### src/rtl/sftx_pkg.sv
package sftx_pkg;
  typedef enum logic [2:0] {
    PH_IDLE   = 3'd0,
    PH_START  = 3'd1,
    PH_DATA   = 3'd2,
    PH_PARITY = 3'd3,
    PH_STOP   = 3'd4
  } sftx_phase_e;

  localparam int MIN_WORD = 5;
endpackage

### src/rtl/sftx_frame_cfg.sv
module sftx_frame_cfg #(
  parameter int DATA_W = 8,
  parameter int TPB    = 16,
  parameter int CNT_W  = 6,
  parameter int IDX_W  = 4
) (
  input  logic              clk,
  input  logic              rst,
  input  logic              load,
  input  logic [1:0]        len,
  input  logic              stop_sel,
  input  logic              par_en,
  input  logic              par_even,
  input  logic [DATA_W-1:0] data,
  output logic [IDX_W-1:0]  nbits,
  output logic              par_on,
  output logic              par_bit,
  output logic [CNT_W-1:0]  stop_ticks
);
  logic [IDX_W-1:0]  len_bits;
  logic [DATA_W-1:0] keep;
  logic              ones;
  logic              par_calc;
  logic [CNT_W-1:0]  stop_calc;

  assign len_bits = IDX_W'(sftx_pkg::MIN_WORD) + IDX_W'(len);

  for (genvar i = 0; i < DATA_W; i++) begin : g_mask
    assign keep[i] = (IDX_W'(i) < len_bits);
  end

  assign ones     = ^(data & keep);
  assign par_calc = par_even ? ones : ~ones;

  always_comb begin
    if (!stop_sel)      stop_calc = CNT_W'(TPB);
    else if (len == 2'b00) stop_calc = CNT_W'(TPB + TPB / 2);
    else                stop_calc = CNT_W'(2 * TPB);
  end

  always_ff @(posedge clk) begin
    if (rst) begin
      nbits      <= IDX_W'(sftx_pkg::MIN_WORD);
      par_on     <= 1'b0;
      par_bit    <= 1'b0;
      stop_ticks <= CNT_W'(TPB);
    end else if (load) begin
      nbits      <= len_bits;
      par_on     <= par_en;
      par_bit    <= par_calc;
      stop_ticks <= stop_calc;
    end
  end

  AST_FMT_HELD: assert property (@(posedge clk) disable iff (rst)
    !load |=> $stable(stop_ticks) && $stable(nbits) && $stable(par_bit)) else $error("format changed without load");
endmodule

### src/rtl/sftx_tick_count.sv
module sftx_tick_count #(
  parameter int CNT_W = 6
) (
  input  logic             clk,
  input  logic             rst,
  input  logic             clear,
  input  logic             tick,
  input  logic [CNT_W-1:0] limit,
  output logic             done
);
  logic [CNT_W-1:0] cnt;

  assign done = tick && (cnt == limit - CNT_W'(1));

  always_ff @(posedge clk) begin
    if (rst || clear)  cnt <= '0;
    else if (done)     cnt <= '0;
    else if (tick)     cnt <= cnt + CNT_W'(1);
  end

  AST_CNT_BELOW_LIMIT: assert property (@(posedge clk) disable iff (rst)
    !clear |-> cnt < limit) else $error("tick count ran past limit");
endmodule

### src/rtl/sftx_shift.sv
module sftx_shift #(
  parameter int DATA_W = 8
) (
  input  logic              clk,
  input  logic              rst,
  input  logic              load,
  input  logic              shift,
  input  logic [DATA_W-1:0] data,
  output logic              cur_lsb,
  output logic              nxt_lsb
);
  logic [DATA_W-1:0] sr;

  assign cur_lsb = sr[0];
  assign nxt_lsb = sr[1];

  always_ff @(posedge clk) begin
    if (rst)        sr <= '0;
    else if (load)  sr <= data;
    else if (shift) sr <= {1'b0, sr[DATA_W-1:1]};
  end
endmodule

### src/rtl/serial_frame_tx.sv
module serial_frame_tx #(
  parameter int DATA_W        = 8,
  parameter int TICKS_PER_BIT = 16
) (
  input  logic              clk,
  input  logic              rst,
  input  logic [DATA_W-1:0] in_data,
  input  logic              in_valid,
  output logic              in_ready,
  input  logic [1:0]        cfg_len,
  input  logic              cfg_stop,
  input  logic              cfg_par_en,
  input  logic              cfg_par_even,
  input  logic              baud_tick,
  output logic              tx_out
);
  import sftx_pkg::*;

  localparam int CNT_W = $clog2(2 * TICKS_PER_BIT + 1);
  localparam int IDX_W = $clog2(DATA_W + 1);

  sftx_phase_e      phase, phase_n;
  logic [IDX_W-1:0] bit_idx, bit_idx_n;
  logic             line_n;
  logic             accept;
  logic             bit_done;
  logic             shift_en;
  logic [CNT_W-1:0] limit;
  logic [IDX_W-1:0] nbits;
  logic             par_on, par_bit;
  logic [CNT_W-1:0] stop_ticks;
  logic             cur_lsb, nxt_lsb;

  assign in_ready = (phase == PH_IDLE);
  assign accept   = in_valid && in_ready;
  assign limit    = (phase == PH_STOP) ? stop_ticks : CNT_W'(TICKS_PER_BIT);

  sftx_frame_cfg #(
    .DATA_W(DATA_W), .TPB(TICKS_PER_BIT), .CNT_W(CNT_W), .IDX_W(IDX_W)
  ) u_cfg (
    .clk(clk), .rst(rst), .load(accept),
    .len(cfg_len), .stop_sel(cfg_stop), .par_en(cfg_par_en), .par_even(cfg_par_even),
    .data(in_data),
    .nbits(nbits), .par_on(par_on), .par_bit(par_bit), .stop_ticks(stop_ticks)
  );

  sftx_tick_count #(.CNT_W(CNT_W)) u_cnt (
    .clk(clk), .rst(rst), .clear(in_ready), .tick(baud_tick),
    .limit(limit), .done(bit_done)
  );

  sftx_shift #(.DATA_W(DATA_W)) u_shift (
    .clk(clk), .rst(rst), .load(accept), .shift(shift_en), .data(in_data),
    .cur_lsb(cur_lsb), .nxt_lsb(nxt_lsb)
  );

  always_comb begin
    phase_n   = phase;
    bit_idx_n = bit_idx;
    line_n    = tx_out;
    shift_en  = 1'b0;
    unique case (phase)
      PH_IDLE: begin
        line_n = 1'b1;
        if (accept) begin
          phase_n = PH_START;
          line_n  = 1'b0;
        end
      end
      PH_START: begin
        if (bit_done) begin
          phase_n   = PH_DATA;
          bit_idx_n = '0;
          line_n    = cur_lsb;
        end
      end
      PH_DATA: begin
        if (bit_done) begin
          if (bit_idx == nbits - IDX_W'(1)) begin
            phase_n = par_on ? PH_PARITY : PH_STOP;
            line_n  = par_on ? par_bit : 1'b1;
          end else begin
            bit_idx_n = bit_idx + IDX_W'(1);
            shift_en  = 1'b1;
            line_n    = nxt_lsb;
          end
        end
      end
      PH_PARITY: begin
        if (bit_done) begin
          phase_n = PH_STOP;
          line_n  = 1'b1;
        end
      end
      PH_STOP: begin
        line_n = 1'b1;
        if (bit_done) phase_n = PH_IDLE;
      end
      default: begin
        phase_n = PH_IDLE;
        line_n  = 1'b1;
      end
    endcase
  end

  always_ff @(posedge clk) begin
    if (rst) begin
      phase   <= PH_IDLE;
      bit_idx <= '0;
      tx_out  <= 1'b1;
    end else begin
      phase   <= phase_n;
      bit_idx <= bit_idx_n;
      tx_out  <= line_n;
    end
  end

  AST_IDLE_LINE_HIGH: assert property (@(posedge clk) disable iff (rst)
    in_ready |-> tx_out) else $error("line low while idle");
  AST_START_LOW: assert property (@(posedge clk) disable iff (rst)
    accept |=> !tx_out && !in_ready) else $error("no start bit after accept");
  AST_STOP_MARK: assert property (@(posedge clk) disable iff (rst)
    (phase == PH_STOP) |-> tx_out) else $error("line low during stop");
  AST_IDX_IN_WORD: assert property (@(posedge clk) disable iff (rst)
    (phase == PH_DATA) |-> bit_idx < nbits) else $error("data index past word");
endmodule

### config.mk
export PLATFORM = sky130hd
export DESIGN_NAME = serial_frame_tx
export DESIGN_NICKNAME = d
export VERILOG_FILES = /design/src/rtl/sftx_pkg.sv /design/src/rtl/sftx_frame_cfg.sv /design/src/rtl/sftx_tick_count.sv /design/src/rtl/sftx_shift.sv /design/src/rtl/serial_frame_tx.sv
export SDC_FILE = /design/constraint.sdc
export NUM_CORES = 1
export LEC_CHECK = 0
export ABC_AREA = 1
export BUFFER_PORTS_ARGS = -buffer_cell sky130_fd_sc_hd__buf_2
export CELL_PAD_IN_SITES_DETAIL_PLACEMENT = 1
export CELL_PAD_IN_SITES_GLOBAL_PLACEMENT = 2
export CORE_ASPECT_RATIO = 1.1
export CORE_MARGIN = 2
export CORE_UTILIZATION = 35
export DETAILED_ROUTE_END_ITERATION = 8
export PLACE_DENSITY_LB_ADDON = 0.1
export RECOVER_POWER = 50
export SLEW_MARGIN = 30
export SYNTH_ARGS = -nofsm -noshare
export SYNTH_HDL_FRONTEND = slang
export SYNTH_SLANG_ARGS = --single-unit
### constraint.sdc
create_clock -name clk -period 5.9 [get_ports clk]
set_clock_uncertainty 0.1 [all_clocks]
set_input_delay 0.295 -clock clk [delete_from_list [all_inputs] [get_ports clk]]
set_output_delay 0.295 -clock clk [all_outputs]
set_load 0.05 [all_outputs]
-- After elaboration in Yosys (flattened, before gate mapping)
Index checks and enable logic that the tools add are counted.
- register bits after elaboration: 34
- latch bits: 0
- RAM bits: 0
- bits in read-only memories: 0
- output and inout port bits: 2
- word-level logic and storage cells: 77
- memories: 0
- add/subtract/negate cells: 5
- multipliers: 0
- divide/modulo/power cells: 0
- magnitude comparators: 8
- equality and inequality tests: 13
- shifts and indexed selects: 0
- multiplexer cells: 28
- bitwise logic cells: 2
- reductions and logical operators: 12
- operator list (cell ; count):
    two-way mux 3 bit ; 7
    two-way mux 6 bit ; 3
    < comparator 3 x 4 -> 1 bit, first input constant ; 4
    two-way mux 8 bit ; 2
    one-hot mux 3 bit (5 select lines) ; 1
    two-way mux 4 bit ; 3
    != test 2 bit, second input constant ; 6
    two-way mux 1 bit ; 10
    bitwise AND 8 bit ; 1
    < comparator 1 x 4 -> 1 bit, first input constant ; 2
    < comparator 2 x 4 -> 1 bit, first input constant ; 2
    one-hot mux 4 bit (2 select lines) ; 1
    parity 8 bit ; 1
    adder 6 x 1 -> 6 bit, second input constant ; 1
    == test 3 x 2 -> 1 bit, second input constant ; 2
    == test 6 bit ; 1
    AND reduction 6 bit ; 1
    subtractor 6 x 1 -> 6 bit, second input constant ; 1
    adder 3 x 2 -> 4 bit, first input constant ; 1
    adder 4 x 1 -> 4 bit, second input constant ; 1
    == test 4 bit ; 1
    one-hot mux 1 bit (4 select lines) ; 1
    AND reduction 4 bit ; 1
    nonzero test 2 bit ; 2
    11 further kinds ; 12

-- Longest topological paths before layout
- word-level depth: 9
- gate-level depth with buffers: 18
- depth with buffers taken out: 17

-- Modules after synthesis
A second synthesis with hierarchy kept.
- cell total of the unflattened synthesis: 360
- area total of the unflattened synthesis: 2233.4 um^2
- modules (own cells, without submodules) (module ; instances ; cells each ; area each (um^2) ; seq. area each (um^2)):
    serial_frame_tx ; 1 ; 121 ; 748.2 ; 160.2
    sftx_frame_cfg ; 1 ; 92 ; 574.3 ; 180.2
    sftx_tick_count ; 1 ; 84 ; 504.2 ; 120.1
    sftx_shift ; 1 ; 63 ; 406.6 ; 160.2

-- Least setup slack after synthesis
OpenSTA, ideal clock, no wires.
- path kind: reg-to-reg
- start point: register phase[2]
- end point: register u_shift.sr[1]
- library setup time: 0.113 ns
- data arrival time: 1.770 ns
- required time: 5.687 ns
- path slack: 3.918 ns
- cell stages (with the launch flop): 15
- buffers on the path: 2
- period minus slack after synthesis: 1.982 ns
- cells stage by stage: dfxtp_1 > buf_4 > inv_2 > nor3_1 > ha_1 > xnor2_1 > nor2_2 > nand2_1 > nor2_2 > nand3_2 > nand2_2 > buf_6 > nand2_1 > nand2_1 > nor2_1
- word-level cells in the longest chain between the ends: 8
- elaborated cells on any way between the ends: 12
- classes of those cells: add/sub (1); eq/ne (3); mux (4); reduce/logical (4)
- ends and longest elaborated chain (item ; line ; RTL):
    start: declaration ; serial_frame_tx.sv:22 ; sftx_phase_e phase, phase_n;
    start signal: assignment ; serial_frame_tx.sv:112 ; phase <= phase_n;
    == test 3 bit ; serial_frame_tx.sv:36 ; assign limit = (phase == PH_STOP) ? stop_ticks : CNT_W'(TICKS_PER_BIT);
    two-way mux 6 bit ; serial_frame_tx.sv:36 ;
    subtractor 6 x 1 -> 6 bit ; sftx_tick_count.sv:13 ; assign done = tick && (cnt == limit - CNT_W'(1));
    == test 6 bit ; sftx_tick_count.sv:13 ;
    logical AND 1 bit ; sftx_tick_count.sv:13 ;
    two-way mux 1 bit ; serial_frame_tx.sv:78 ; if (bit_done) begin
    two-way mux 1 bit ; serial_frame_tx.sv:62 ; unique case (phase)
    nonzero test 2 bit (no line) ; -- ;
    end signal: assignment ; sftx_shift.sv:19 ; else if (load) sr <= data;
    end signal: assignment ; sftx_shift.sv:20 ; else if (shift) sr <= {1'b0, sr[DATA_W-1:1]};
    end: declaration ; sftx_shift.sv:12 ; logic [DATA_W-1:0] sr;
Several ways; a longest one is shown, not always the timed one.
A chain may end at the register's enable or synchronous reset.

-- Final worst setup path
- start point: register phase[1]
- end point: register u_shift.sr[0]
The elaborated chain is that of the path after synthesis.

==> impl_results.md <==
* Outcome: finished clean
* Comb pwr share at 41.7%
* Period minus WS final at 2.50 ns
* Worst Path Arrival at 2.58 ns
* Max stage delay cell, worst path: nand2_1
* Critical path type: reg -> reg
* Post-DRT Antenna Nets at 0
* Largest net degree at the start of global routing at 26
* Avg Cell Area, Syn at 6.69 µm²
* CTS tree: built
* Finish-stage setup viols at 0
* Crit path cell chain: inv_1, nand2_1, nor2_1, nand2_1, inv_1, nand2_1, o21ai_1, a21oi_1, nor2_1
* Crit path from: phase[1]
* Worst reg-to-reg path cell count at 9
* Clk slew on worst S/H paths at 0.07 ns
* Syn Std Cell Area at 0.00193 mm²
* LEAKAGE at 0.994 nW
* Layout cell share with drive strength beyond 1 at 13.0%
* R2r setup slk at 3.40 ns
* Starting density of the core at 35.9%
* Remaining DRCs at 0
* Clock root cell: clkbuf_8
* Required time of the critical path at 5.98 ns
* # H-tree levels at 2
* Nature of the critical path endpoint: register
* Final wirelength at 4420 µm
* Non-Filler Instances at 382
* GRT Total Usage at 16.4%
* Vias in the first global route at 1,688
* Most common cell after layout, fill and taps aside: nand2_1
* DR iter-0 viols at 34
* DR vias/cell at 4.60
* RR Endpoint: u_shift.sr[0]
* Initial antenna violation count at 0
* Yosys warning total at 0
* #FFs+latches synth at 31
* CP startpoint kind: register
* Clock buffer depth at 2
* Sequential cell fraction of total power at 34.1%
* CTS sink cnt at 31
* First-pass GRT wire length at 7600 µm
* Period utilization at 42.4%
* Max capacitance violation total at 0
* Port Buffers at 18
* Worst Max-Slew Pin Slew at 0.835 ns
* Clock network fraction of total power at 24.2%
* Fin Hold WS at 0.151 ns
* Crit path max fanout at 25
* Hold Vio Cnt, Final at 0
* Drt wl/cell at 11.6 µm
* Most common cell on crit path: nand2_1
* Hold crit path type: in -> reg
* Crit path largest cell delay at 0.63 ns
* Sw Ratio at 41.8%
* Final nets at 330
* Worst min-delay path endpoint: u_cfg.nbits[0]
* Post-synthesis sequential area ratio at 32.2%
* Router iterations before antenna repair at 4
* Top-area cell type share of the netlist area at 32.2%
* FF-to-FF Start: phase[1]
* Inst Count DP at 374
* Synth Instances at 288
* Die area at 0.00612 mm²
* Hold path start: cfg_len[0]
* IR drop worst, VDD at 0.131 mV
* Core box area at 0.00536 mm²
* RePlAce Congestion at 0.767
* Grt total ovfl at 0
* Number of flops mapped to enable cells by yosys at 0
* Postcts setup bufs at 0
* CTS Buf Count at 5
* Num rows at 28
* DP Wirelength at 3470 µm
* Routed via count at 1,756
* Distinct cells, synth at 29
* Die Wd at 74.7 µm
* Hold Path Cell Cnt at 2
* Hold buffers post-CTS at 0
* Inserted Diodes at 0
* Post-Syn Nets at 312
* # resized after CTS at 0
* Ports at 19
* Setup TNS at 0 ns
* Top cells by area, synth: dfxtp_1 (32%), nand2_1 (15%), inv_1 (7.4%)
* P per Cell Area at 415 mW/mm²
* Dominant synthesized flop cell: dfxtp_1
* Clock Latency Late Sink at 0.28 ns
* Commonest cells after routing, fill and taps aside: nand2_1 (78), inv_1 (40), nor2_1 (34)
* Max-slew headroom at 44.2%
* Crit path buffers/inverters at 2
* Unrepaired setup endpoints after global routing: false
* Highest Clock Rate at 0.399 GHz
* Die Y at 81.8 µm
* Layout area overhead at 11.7%
* Slew Viols, Final at 0
* Int Power at 520 µW
* CP top delay family: simple AND/OR/NAND/NOR gates
* Sw Pwr at 374 µW
* Async SR Flop Fraction at 0%
* Leading area contributor after synthesis: dfxtp_1
-- worst reg2reg max path: stages, from the launching register on --
cell,delay [ns]
dfxtp_1,0.41
inv_1,0.12
nand2_1,0.18
nor2_1,0.10
nand2_1,0.63
inv_1,0.42
nand2_1,0.16
o21ai_1,0.08
a21oi_1,0.13
nor2_1,0.06
-- per-stage QoR --
stage | util, % | area [µm²] | worst slack (ns) | power (mW)
floorplan | - | 1930 | 3.92 | 0.622
global placement | 38.5 | 2060 | 3.61 | 0.696
detailed placement | 38.5 | 2060 | 3.57 | 0.701
CTS | 40.7 | 2180 | 3.55 | 0.924
global route | 40.1 | 2150 | 3.09 | 0.982
finish | 40.1 | 2150 | 3.40 | 0.894
-- cell type report --
cell class              instances  area [µm²]
clock buffers                   6        82.6
clock inverters                 2        35.0
fillers                       730        3210
inverters                      42         158
multi-input cells             208        1070
flip-flops and latches         31         621
well taps                      75        93.8
repair buffers                 18        87.6
-- worst max-delay path by stage --
stage               endpoint  cells after the start  slack [ns]
2_1_floorplan  u_shift.sr[1]                     14        3.92
3_3_place_gp   u_shift.sr[6]                     12        3.61
3_5_place_dp   u_shift.sr[1]                     12        3.57
4_1_cts        u_shift.sr[1]                     12        3.55
5_1_grt        u_shift.sr[5]                     11        3.09
6_report       u_shift.sr[0]                      9        3.40
-- cells in the mapped netlist, types with 3 or more instances --
cell,count
nand3_2,4
o21ai_0,13
xor2_1,7
dfxtp_1,31
ha_1,7
inv_2,4
nand4_1,4
nand2_2,5
nand2_1,75
nor2_1,33
nand3_1,14
nor2_4,3
nor2_2,3
nor3_1,4
inv_1,38
xnor2_1,7
a21oi_1,18
buf_4,4
-- metal layers --
metal	wire length (µm)	vias to the layer above	track usage, %
met4	74	0	6.96
met5	0	-	0
met2	2080	18	26.7
li1	-	934	-
met3	128	6	3.68
met1	2140	798	20.6
-- registers in the layout, indices dropped and copies added (netlist names) --
signal	flops
bit_idx	4
u_cnt.cnt	6
u_cfg.par_bit	1
phase	3
tx_out	1
u_cfg.stop_ticks	3
u_cfg.par_on	1
u_shift.sr	8
u_cfg.nbits	4
-- cells by family (layout without fill, tap and decap cells) --
group,after synthesis,count (layout),synth area share [%]
AND/OR/NAND/NOR,151,151,36.1
buffers and inverters,49,68,10.7
AO/OA/AOI/OAI,35,35,9.55
flip-flops,31,31,32.2
XOR/XNOR,14,14,6.36
adder cells (fa/ha/maj),7,7,4.55
multiplexers,1,1,0.520
-- power groups by stage --
stage | clock, mW | sequential (mW) | combinational [mW]
3_5_place_dp | 0 | 0.312 | 0.389
3_3_place_gp | 0 | 0.311 | 0.386
4_1_cts | 0.226 | 0.307 | 0.391
5_1_grt | 0.237 | 0.313 | 0.431
2_1_floorplan | 0 | 0.306 | 0.317
6_report | 0.216 | 0.305 | 0.373
Note: power is estimated with default switching activity, not from simulation.
